`src/rtl/aux_lock_reg.sv`:
```
module aux_lock_reg (
  input  logic        clk,
  input  logic        rst_n,
  input  logic        reg_rd,
  input  logic        reg_wr,
  input  logic [31:0] reg_wdata,
  output logic [31:0] reg_rdata,
  input  logic        hw_req,
  input  logic        hw_release,
  output logic        hw_grant,
  output logic [1:0]  chan_owner
);
  localparam logic [1:0] OWN_FREE = 2'b00;
  localparam logic [1:0] OWN_SW   = 2'b01;
  localparam logic [1:0] OWN_HW   = 2'b10;

  logic [1:0]  owner_q, owner_d;
  logic        en_q;
  logic [29:0] keep_q;
  logic [31:0] rdata_q;
  logic        sw_rd;

  assign sw_rd = reg_rd && !reg_wr;

  always_comb begin
    owner_d = owner_q;
    case (owner_q)
      OWN_FREE: begin
        if (hw_req)              owner_d = OWN_HW;
        else if (sw_rd && en_q)  owner_d = OWN_SW;
      end
      OWN_SW: begin
        if (reg_wr && (reg_wdata[30] || !reg_wdata[31])) owner_d = OWN_FREE;
      end
      OWN_HW: begin
        if (hw_release) owner_d = OWN_FREE;
      end
      default: owner_d = OWN_FREE;
    endcase
  end

  always_ff @(posedge clk) begin
    if (!rst_n) begin
      owner_q <= OWN_FREE;
      en_q    <= 1'b0;
      keep_q  <= '0;
      rdata_q <= '0;
    end else begin
      owner_q <= owner_d;
      if (reg_wr) begin
        en_q   <= reg_wdata[31];
        keep_q <= reg_wdata[29:0];
      end else if (reg_rd) begin
        rdata_q <= {en_q, en_q && (owner_d != OWN_SW), keep_q};
      end
    end
  end

  assign reg_rdata  = rdata_q;
  assign chan_owner = owner_q;
  assign hw_grant   = (owner_q == OWN_HW);

  // returned status bit agrees with the resulting ownership
  p_status_owner_r3: assert property (@(posedge clk) disable iff (!rst_n)
    (sw_rd && en_q) |=> (reg_rdata[30] == (chan_owner != OWN_SW)));

  // no software lock while disabled
  p_disabled_no_lock_r2: assert property (@(posedge clk) disable iff (!rst_n)
    (!en_q && chan_owner != OWN_SW && !reg_wr) |=> (chan_owner != OWN_SW));

  // release write by the owner frees the lock
  p_release_r5: assert property (@(posedge clk) disable iff (!rst_n)
    (chan_owner == OWN_SW && reg_wr && reg_wdata[30]) |=> (chan_owner == OWN_FREE));

  // the grant holds until the release pulse
  p_hw_hold_r7: assert property (@(posedge clk) disable iff (!rst_n)
    (hw_grant && !hw_release) |=> hw_grant);

  // hardware wins a same-cycle contest
  p_hw_wins_r8: assert property (@(posedge clk) disable iff (!rst_n)
    (chan_owner == OWN_FREE && hw_req && sw_rd) |=> (hw_grant && reg_rdata[30] == en_q));

  // clearing the enable bit frees software ownership
  p_disable_frees_r9: assert property (@(posedge clk) disable iff (!rst_n)
    (reg_wr && !reg_wdata[31]) |=> (chan_owner != OWN_SW));
endmodule

```
`config.mk`:
```
export PLATFORM = sky130hd
export DESIGN_NAME = aux_lock_reg
export DESIGN_NICKNAME = d
export VERILOG_FILES = /design/src/rtl/aux_lock_reg.sv
export SDC_FILE = /design/constraint.sdc
export NUM_CORES = 1
export LEC_CHECK = 0
export BUFFER_PORTS_ARGS = -buffer_cell sky130_fd_sc_hd__buf_2
export CELL_PAD_IN_SITES_DETAIL_PLACEMENT = 0
export CELL_PAD_IN_SITES_GLOBAL_PLACEMENT = 1
export CORE_MARGIN = 2
export CORE_UTILIZATION = 38
export DETAILED_ROUTE_END_ITERATION = 16
export HOLD_SLACK_MARGIN = 0.03
export PLACE_DENSITY_LB_ADDON = 0.1
export SETUP_SLACK_MARGIN = 0.05
export SYNTH_ARGS = -nofsm -noshare
export SYNTH_HDL_FRONTEND = slang
export SYNTH_SLANG_ARGS = --single-unit
export TNS_END_PERCENT = 1
```
`constraint.sdc`:
```
create_clock -name clk -period 1.2 [get_ports clk]
set_input_delay 0 -clock clk [delete_from_list [all_inputs] [get_ports clk]]
set_output_delay 0 -clock clk [all_outputs]
set_load 0.02 [all_outputs]
```
Word level (Yosys, flattened, before mapping)
Cells that the tools add are included.
{"block": "word_totals", "register_bits": 65, "latchBits": 0, "ram_bits": 0, "rom_bits": 0, "inputBits": 38, "out_inout_bits": 35, "elab_cells": 22, "n_memories": 0}
{"block": "op_classes", "add_sub_neg": 0, "mul": 0, "div": 0, "magnitude_cmp": 0, "n_eq_ne": 3, "shift": 0, "mux": 5, "bitwise_logic": 1, "n_reduce_logical": 9}
{"op": "two-way mux 2 bit", "n": 4}
{"op": "one-hot mux 2 bit (3 select lines)", "n": 1}
{"op": "logical AND 1 bit", "n": 4}
{"op": "equality test 2 x 1 -> 1 bit, second input constant", "n": 1}
{"op": "equality test 2 bit, second input constant", "n": 1}
{"op": "logical NOT 1 bit", "n": 2}
{"op": "logical NOT 2 bit", "n": 1}
{"op": "!= test 2 x 1 -> 1 bit, second input constant", "n": 1}
{"op": "AND reduction 2 bit", "n": 1}
{"op": "logical OR 1 bit", "n": 1}
{"op": "inverter 1 bit", "n": 1}

Longest topological paths before layout
Gate-level depths: netlist of the first run.
{"block": "depth", "ltp_word": 8, "mapped_depth": 6}

Worst setup path after synthesis of the first run
Ideal clock, no wire load.
{"block": "synth_timing", "path_kind": "register to register", "from": "register owner_q[1] (netlist: chan_owner[1])", "to": "register owner_q[0] (netlist: chan_owner[0])", "setup_ps": 115, "arrival_time_ps": 908, "t_required_ps": 1085, "path_slack_ps": 177, "path_stages_with_launch": 4, "n_path_buf": 0, "period_less_slack_ps": 1023, "path_cell_list": "dfxtp_1 nor3_1 and3_1 o21a_1"}
{"block": "synth_via", "elab_chain_cells": 2, "elab_cells_between_ends": 4}
{"item": "start: declaration", "line_no": "17", "rtl": "logic [1:0] owner_q, owner_d;"}
{"item": "start signal: assignment", "line_no": "49", "rtl": "owner_q <= owner_d;"}
{"item": "equality test 2 bit (tied with other cells)", "line_no": "27", "rtl": "case (owner_q)"}
{"item": "one-hot mux 2 bit (3 select lines) (*)", "line_no": "27"}
Every way passes the cells marked *; elsewhere a longest branch is shown, timed or not.
A chain may end at the register's enable or synchronous reset.

Worst setup path after layout of the first run
{"block": "layout_timing", "from": "register owner_q[1] (netlist: chan_owner[1])", "to": "output port hw_grant"}
{"block": "layout_via", "elab_chain_cells": 1}
{"item": "equality test 2 bit", "line_no": "61", "rtl": "assign hw_grant = (owner_q == OWN_HW);"}
{"item": "end: declaration", "line_no": "10", "rtl": "output logic hw_grant,"}
Every way passes these cells.

==> results of run 1 <==
critical path: stages (launching register included):
cell and delay (ns):
dfxtp_1 0.40, nor2b_1 0.15, buf_2 0.17
flip-flops by register name (all words and copies together), names as in the netlist:
name / flops
chan_owner: 2
reg_rdata: 32
keep_q: 30
en_q: 1
stage by stage:
stage	util	instance area, µm²	power, mW	cells	setup slack, ns
after floorplan	-	2520	2.63	253	0.177
after global placement	0.458	2930	2.77	392	0.246
after detailed placement	0.458	2930	2.78	392	0.181
after CTS	0.546	3490	4.99	440	0.128
after global routing	0.546	3490	5.15	440	0.0816
final	0.546	3490	4.91	440	0.151
cells in the final DEF, fill, tap and decap left out, drive strengths merged:
cell type / netlist / layout
buf: 12 / 80
dfxtp: 65 / 65
nand2: 62 / 62
dlygate4sd3: 0 / 33
nor2b: 33 / 33
mux2i: 32 / 32
a21boi: 31 / 31
clkbuf: 6 / 13
nand2b: 3 / 3
nand3: 2 / 2
bufinv: 0 / 2
a21oi: 1 / 1
nor3: 1 / 1
o31ai: 1 / 1
and3: 1 / 1
o21a: 1 / 1
inv: 1 / 1
nor3b: 1 / 1
final cells by class:
type                    count  area [µm²]
clock inverters             2        60.1
fillers                   629        2900
multi-input cells         169        1080
flip-flops and latches     65        1300
inverters                   1        3.75
repair buffers            113         776
well taps                  77        96.3
clock buffers              13         169
cells by family after synthesis:
| group | share of synthesized area |
|---|---|
| AND/OR/NAND/NOR | 0.199 |
| flip-flops | 0.517 |
| AO/OA/AOI/OAI | 0.102 |
| multiplexers | 0.127 |
| buffers and inverters | 0.0542 |
metal layers:
metal	vias up	GRT usage	wire length, µm
met5	-	0	0
met4	0	0.0649	62
met3	5	0.0554	308
met2	47	0.254	2430
met1	914	0.187	2520
li1	1032	-	-
worst min-delay path by stage:
stage,from,end,slack (ns),cells after the start
CTS,rst_n,keep_q[7],0.04,2
finish,rst_n,keep_q[7],0.05,2
floorplan,reg_wdata[0],keep_q[0],0.17,2
detailed placement,reg_wdata[23],keep_q[23],0.27,3
global route,rst_n,keep_q[8],0.04,2
global placement,reg_wdata[2],keep_q[2],0.26,3
repair_timing:
| item | in CTS | in global routing |
|---|---|---|
| hold buffers | 33 | 0 |
| endpoints found under the hold margin | 33 | 0 |
| resized for setup | 0 | 0 |
power breakdown:
group / internal [mW] / total [mW] / switching (mW)
combinational: 0.277 / 0.510 / 0.233
clock: 1.33 / 2.11 / 0.780
sequential: 2.25 / 2.29 / 0.0443
total: 3.86 / 4.91 / 1.06
==> summary.txt, run 1 <==
Synth
  • Top_reg_cell synth: dfxtp_1
  • Area contributors post-synth: dfxtp_1 52%, mux2i_1 13%, nand2_1 9.2%, a21boi_1 8.9%, nor2b_1 8.0%
  • Post-synthesis cell area: 0.00252 mm²
  • Post-synth net total: 291
  • Mapped Cells: 253
  • Post-synth EDFFs: 0
  • Cell with the most instances after synthesis: dfxtp_1
  • Synth top cells by count: 65 x dfxtp_1, 62 x nand2_1, 32 x mux2i_1, 32 x nor2b_1, 30 x a21boi_1
  • Synth top area share: 0.517
  • Distinct cells, synth: 21
  • Sequential area share after synthesis: 0.517
  • Cell taking the most area after synthesis: dfxtp_1
  • Synth Area per Inst: 9.95 µm²
  • Yosys warns: 0
  • Asr flop ratio synth: 0
  • Synth Register Bits: 65

Clock tree
  • Clk slew on worst S/H paths: 0.07 ns
  • Clock buffers created by TritonCTS: 9
  • Worst-case clock buffer depth: 2
  • Post CTS Setup Buffer Count: 0
  • Later-pin clock latency in the skew report: 0.33 ns
  • H-Tree Depth: 3
  • Clk Tree Root Cell: clkbuf_8
  • CTS tree: yes
  • CTS Sinks: 65

Placement
  • RePlAce Congestion: between 0.7 and 0.8
  • Post-DP HPWL: between 3000 and 4000 µm
  • Number of buffers added on ports: 72

Worst setup path
  • Beginning of the critical path: chan_owner[1]
  • Critical Path Fanout Max: 5
  • Setup CP Type: reg -> out
  • CP Capture Type: output pin
  • Critical path data required time: approximately 1.2 ns
  • R2R depth: 3
  • Worst r2r dst: chan_owner[0]
  • RR Startpoint: chan_owner[1]
  • Startpoint types: register
  • CP endpoint: hw_grant
  • CP arrival: 1.05 ns
  • R2R Setup Slk: 0.20 ns

Layout
  • Nets: 397
  • Share of cells above drive strength 1: 0.267
  • P&R area growth vs syn: 38.5%
  • Diode count: 0

Timing
  • Count of pins over their slew limit: 0
  • Slew headroom: 0.721
  • Fmax: approximately 0.95 GHz
  • Final Skew: 0.00666 ns
  • Hold Slack: between 0.04 and 0.05 ns
  • Fin Setup TNS: 0 ns
  • Final hold vios: 0
  • RSZ-0062 raised after global routing: no
  • Worst-Margin Slew: roughly 0.42 ns
  • # setup viols final: 0
  • Fin crit period: ~1.0 ns
  • Fin crit share: 0.875

Power
  • Power Density: 1410 mW/mm²
  • Leakage: around 1.6 nW
  • IR drop worst, VDD: 0.956 mV

Floorplanning
  • Die Wd: 85.4 µm
  • Core Area: 0.00639 mm²
  • Die height: 85.4 µm
  • Full die area: roughly 0.0073 mm²
  • Std-Cell Rows: 29
  • Initial core utilization: 0.394
  • I/O Pins: 73

Routing
  • Pre-antenna DRT Iters: 4
  • Final wirelength: 5320 µm
  • Detail Route Antenna Nets: 0
  • Via count: 1,998
  • Starting DRT DRC Count: 80
  • DRC: 0
  • Wire length per cell: between 10 and 15 µm
  • Vias per cell: 4.54

GRT
  • GR Util All Layers: 0.156
  • Largest net degree at the start of global routing: 38
  • Initial antenna violation count: 0
  • Overflow after GRT: 0
  • Vias in the first global route: 1,959
  • First-pass GRT wire length: 8960 µm

Min path
  • Worst Hold Class: in -> reg

Run
  • Max-cap violations: 0

Outcome
  • Outcome: finished, final reports clean
(Power assumes the default switching activity.)
==> inputs of run 2 (changes only) <==
--- a/config.mk
+++ b/config.mk
@@ -6,11 +6,14 @@
 export NUM_CORES = 1
 export LEC_CHECK = 0
 export BUFFER_PORTS_ARGS = -buffer_cell sky130_fd_sc_hd__buf_2
+export CAP_MARGIN = 5
 export CELL_PAD_IN_SITES_DETAIL_PLACEMENT = 0
 export CELL_PAD_IN_SITES_GLOBAL_PLACEMENT = 1
+export CORE_ASPECT_RATIO = 0.75
 export CORE_MARGIN = 2
 export CORE_UTILIZATION = 38
 export DETAILED_ROUTE_END_ITERATION = 16
+export GPL_TIMING_DRIVEN = 0
 export HOLD_SLACK_MARGIN = 0.03
 export PLACE_DENSITY_LB_ADDON = 0.1
 export SETUP_SLACK_MARGIN = 0.05
==> summary.txt, run 2 (synthesized netlist as in run 1, its figures left out) <==
Placement
  • Placed cells: 404
  • RePlAce Congestion: 0.757
  • Number of buffers added on ports: 70
  • Pre-CTS worst setup slack: approximately 0.20 ns
  • Post-DP HPWL: around 3700 µm

Clock tree
  • Clk slew on worst S/H paths: 0.07 ns
  • CTS Sinks: 65
  • Worst-case clock buffer depth: 2
  • Clock buffers created by TritonCTS: 9
  • CTS tree: yes
  • Post CTS Setup Buffer Count: 0
  • H-Tree Depth: 3
  • Clk Tree Root Cell: clkbuf_8
  • Later-pin clock latency in the skew report: about 0.33 ns

Worst setup path
  • RR Startpoint: chan_owner[1]
  • CP arrival: about 1.1 ns
  • Setup CP Type: reg -> out
  • CP Buf/Inv Count: 1
  • Critical Path Fanout Max: 5
  • Critical path data required time: 1.20 ns
  • Worst r2r dst: chan_owner[0]
  • CP endpoint: hw_grant
  • Crit path max-delay cell type: dfxtp_1
  • Crit-path leading delay family: flip-flops
  • Crit path depth: 2
  • R2R Setup Slk: 0.16 ns
  • CP Capture Type: output pin
  • Max stage delay on crit path: 0.40 ns
  • Worst path cell trace: nor2b_1 > buf_2
  • R2R depth: 3
  • Beginning of the critical path: chan_owner[1]
  • Startpoint types: register

Layout
  • Most frequent cells in the layout: 71 x buf_2, 65 x dfxtp_1, 62 x nand2_1
  • Area occupied by multi-input gates: between 0.001 and 0.0015 mm²
  • Storage cell area: approximately 0.0013 mm²
  • Finished Layout Cells: 456
  • Commonest non-fill, non-tap cell in the layout: buf_2
  • Max reg flops: 32
  • P&R area growth vs syn: 42.0%
  • Share of cells above drive strength 1: 0.269
  • Nets: 408
  • Diode count: 0
  • # fillers: 577
  • Core Util, Final: 0.563

Timing
  • Fin crit share: 0.872
  • Final Skew: 0.00499 ns
  • Fin crit period: 1.05 ns
  • Count of pins over their slew limit: 0
  • Hold Slack: -0.0152 ns
  • RSZ-0062 raised after global routing: yes
  • Final hold vios: 1
  • Worst setup margin: 0.153 ns
  • # setup viols final: 0
  • Worst-Margin Slew: between 0.4 and 0.5 ns
  • Fin Setup TNS: 0 ns
  • Slew headroom: 0.727
  • Fmax: 0.955 GHz

Floorplanning
  • Die height: 74.5 µm
  • I/O Pins: 73
  • Initial core utilization: 0.396
  • Full die area: between 0.007 and 0.008 mm²
  • Core Area: 0.00635 mm²
  • Std-Cell Rows: 25
  • Die Wd: 98.0 µm

Outcome
  • Failing checks: negative hold slack
  • Outcome: finished with violations

Routing
  • Pre-antenna DRT Iters: 4
  • Vias per cell: 4.32
  • Wire length per cell: 12.2 µm
  • DRC: 0
  • Via count: 1,972
  • Detail Route Antenna Nets: 0
  • Starting DRT DRC Count: 51
  • Final wirelength: between 5000 and 6000 µm

Min path
  • Worst Hold Class: in -> reg
  • Hold Crit Depth: 3

GRT
  • Largest net degree at the start of global routing: 12
  • Vias in the first global route: 1,887
  • Overflow after GRT: 0
  • Initial antenna violation count: 0
  • GR Util All Layers: 0.164
  • First-pass GRT wire length: 9170 µm

Power
  • Final Power: 5.07 mW
  • Leakage: 1.60 nW
  • Power Density: between 1000 and 1500 mW/mm²
  • IR drop worst, VDD: 0.815 mV

Run
  • Max-cap violations: 0
[run 2: how the worst min path moves through the flow]
stage,start,to,slack (ns)
2_1_floorplan,reg_wdata[0],keep_q[0],0.17
3_3_place_gp,reg_wdata[21],keep_q[21],0.25
3_5_place_dp,reg_wdata[25],keep_q[25],0.26
4_1_cts,rst_n,chan_owner[0],0.07
5_1_grt,reg_wr,keep_q[13],0.05
6_report,reg_wr,keep_q[13],-0.02
[run 2: repair_timing]
action	CTS	global route
hold endpoints to repair	36	0
resized for setup	0	2
endpoints found under the setup margin	0	11
hold buffers	37	0
[run 2: cell type report]
| cell class | instances | area share |
|---|---|---|
| timing repair buffer | 106 | 0.199 |
| buffer | 18 | 0.0375 |
| clock inverter | 5 | 0.0287 |
| tap | 81 | 0.0284 |
| clock buffer | 11 | 0.0396 |
| sequential | 65 | 0.364 |
| multi-input combinational | 169 | 0.302 |
| inverter | 1 | 0.00105 |
[run 2: where the power goes]
part           total, mW  internal (mW)  switching (mW)
clock network       2.25           1.43           0.812
registers           2.29           2.25          0.0461
logic              0.529          0.291           0.238
[run 2: worst register-to-register path, delay by kind of cell, from the launching register on]
family             cells  cell delay (ns)
AOI/OAI and AO/OA      1             0.11
DFF                    1             0.35
and+or+nand+nor        2             0.54
[run 2: per-layer routing]
metal  up-vias  share of wire  global-route usage
li1       1058              -                   -
met1       845           0.51               0.218
met2        60           0.41               0.243
met3         9          0.073              0.0611
met4         0          0.014              0.0648
met5         -              0                   0
[run 2: metrics by stage]
step,instance area (µm²),hold slack [ns]
finish,3570,-0.0152
floorplan,2520,0.169
global route,3570,0.0466
CTS,3580,0.0665
global placement,2970,0.253
detailed placement,2970,0.264
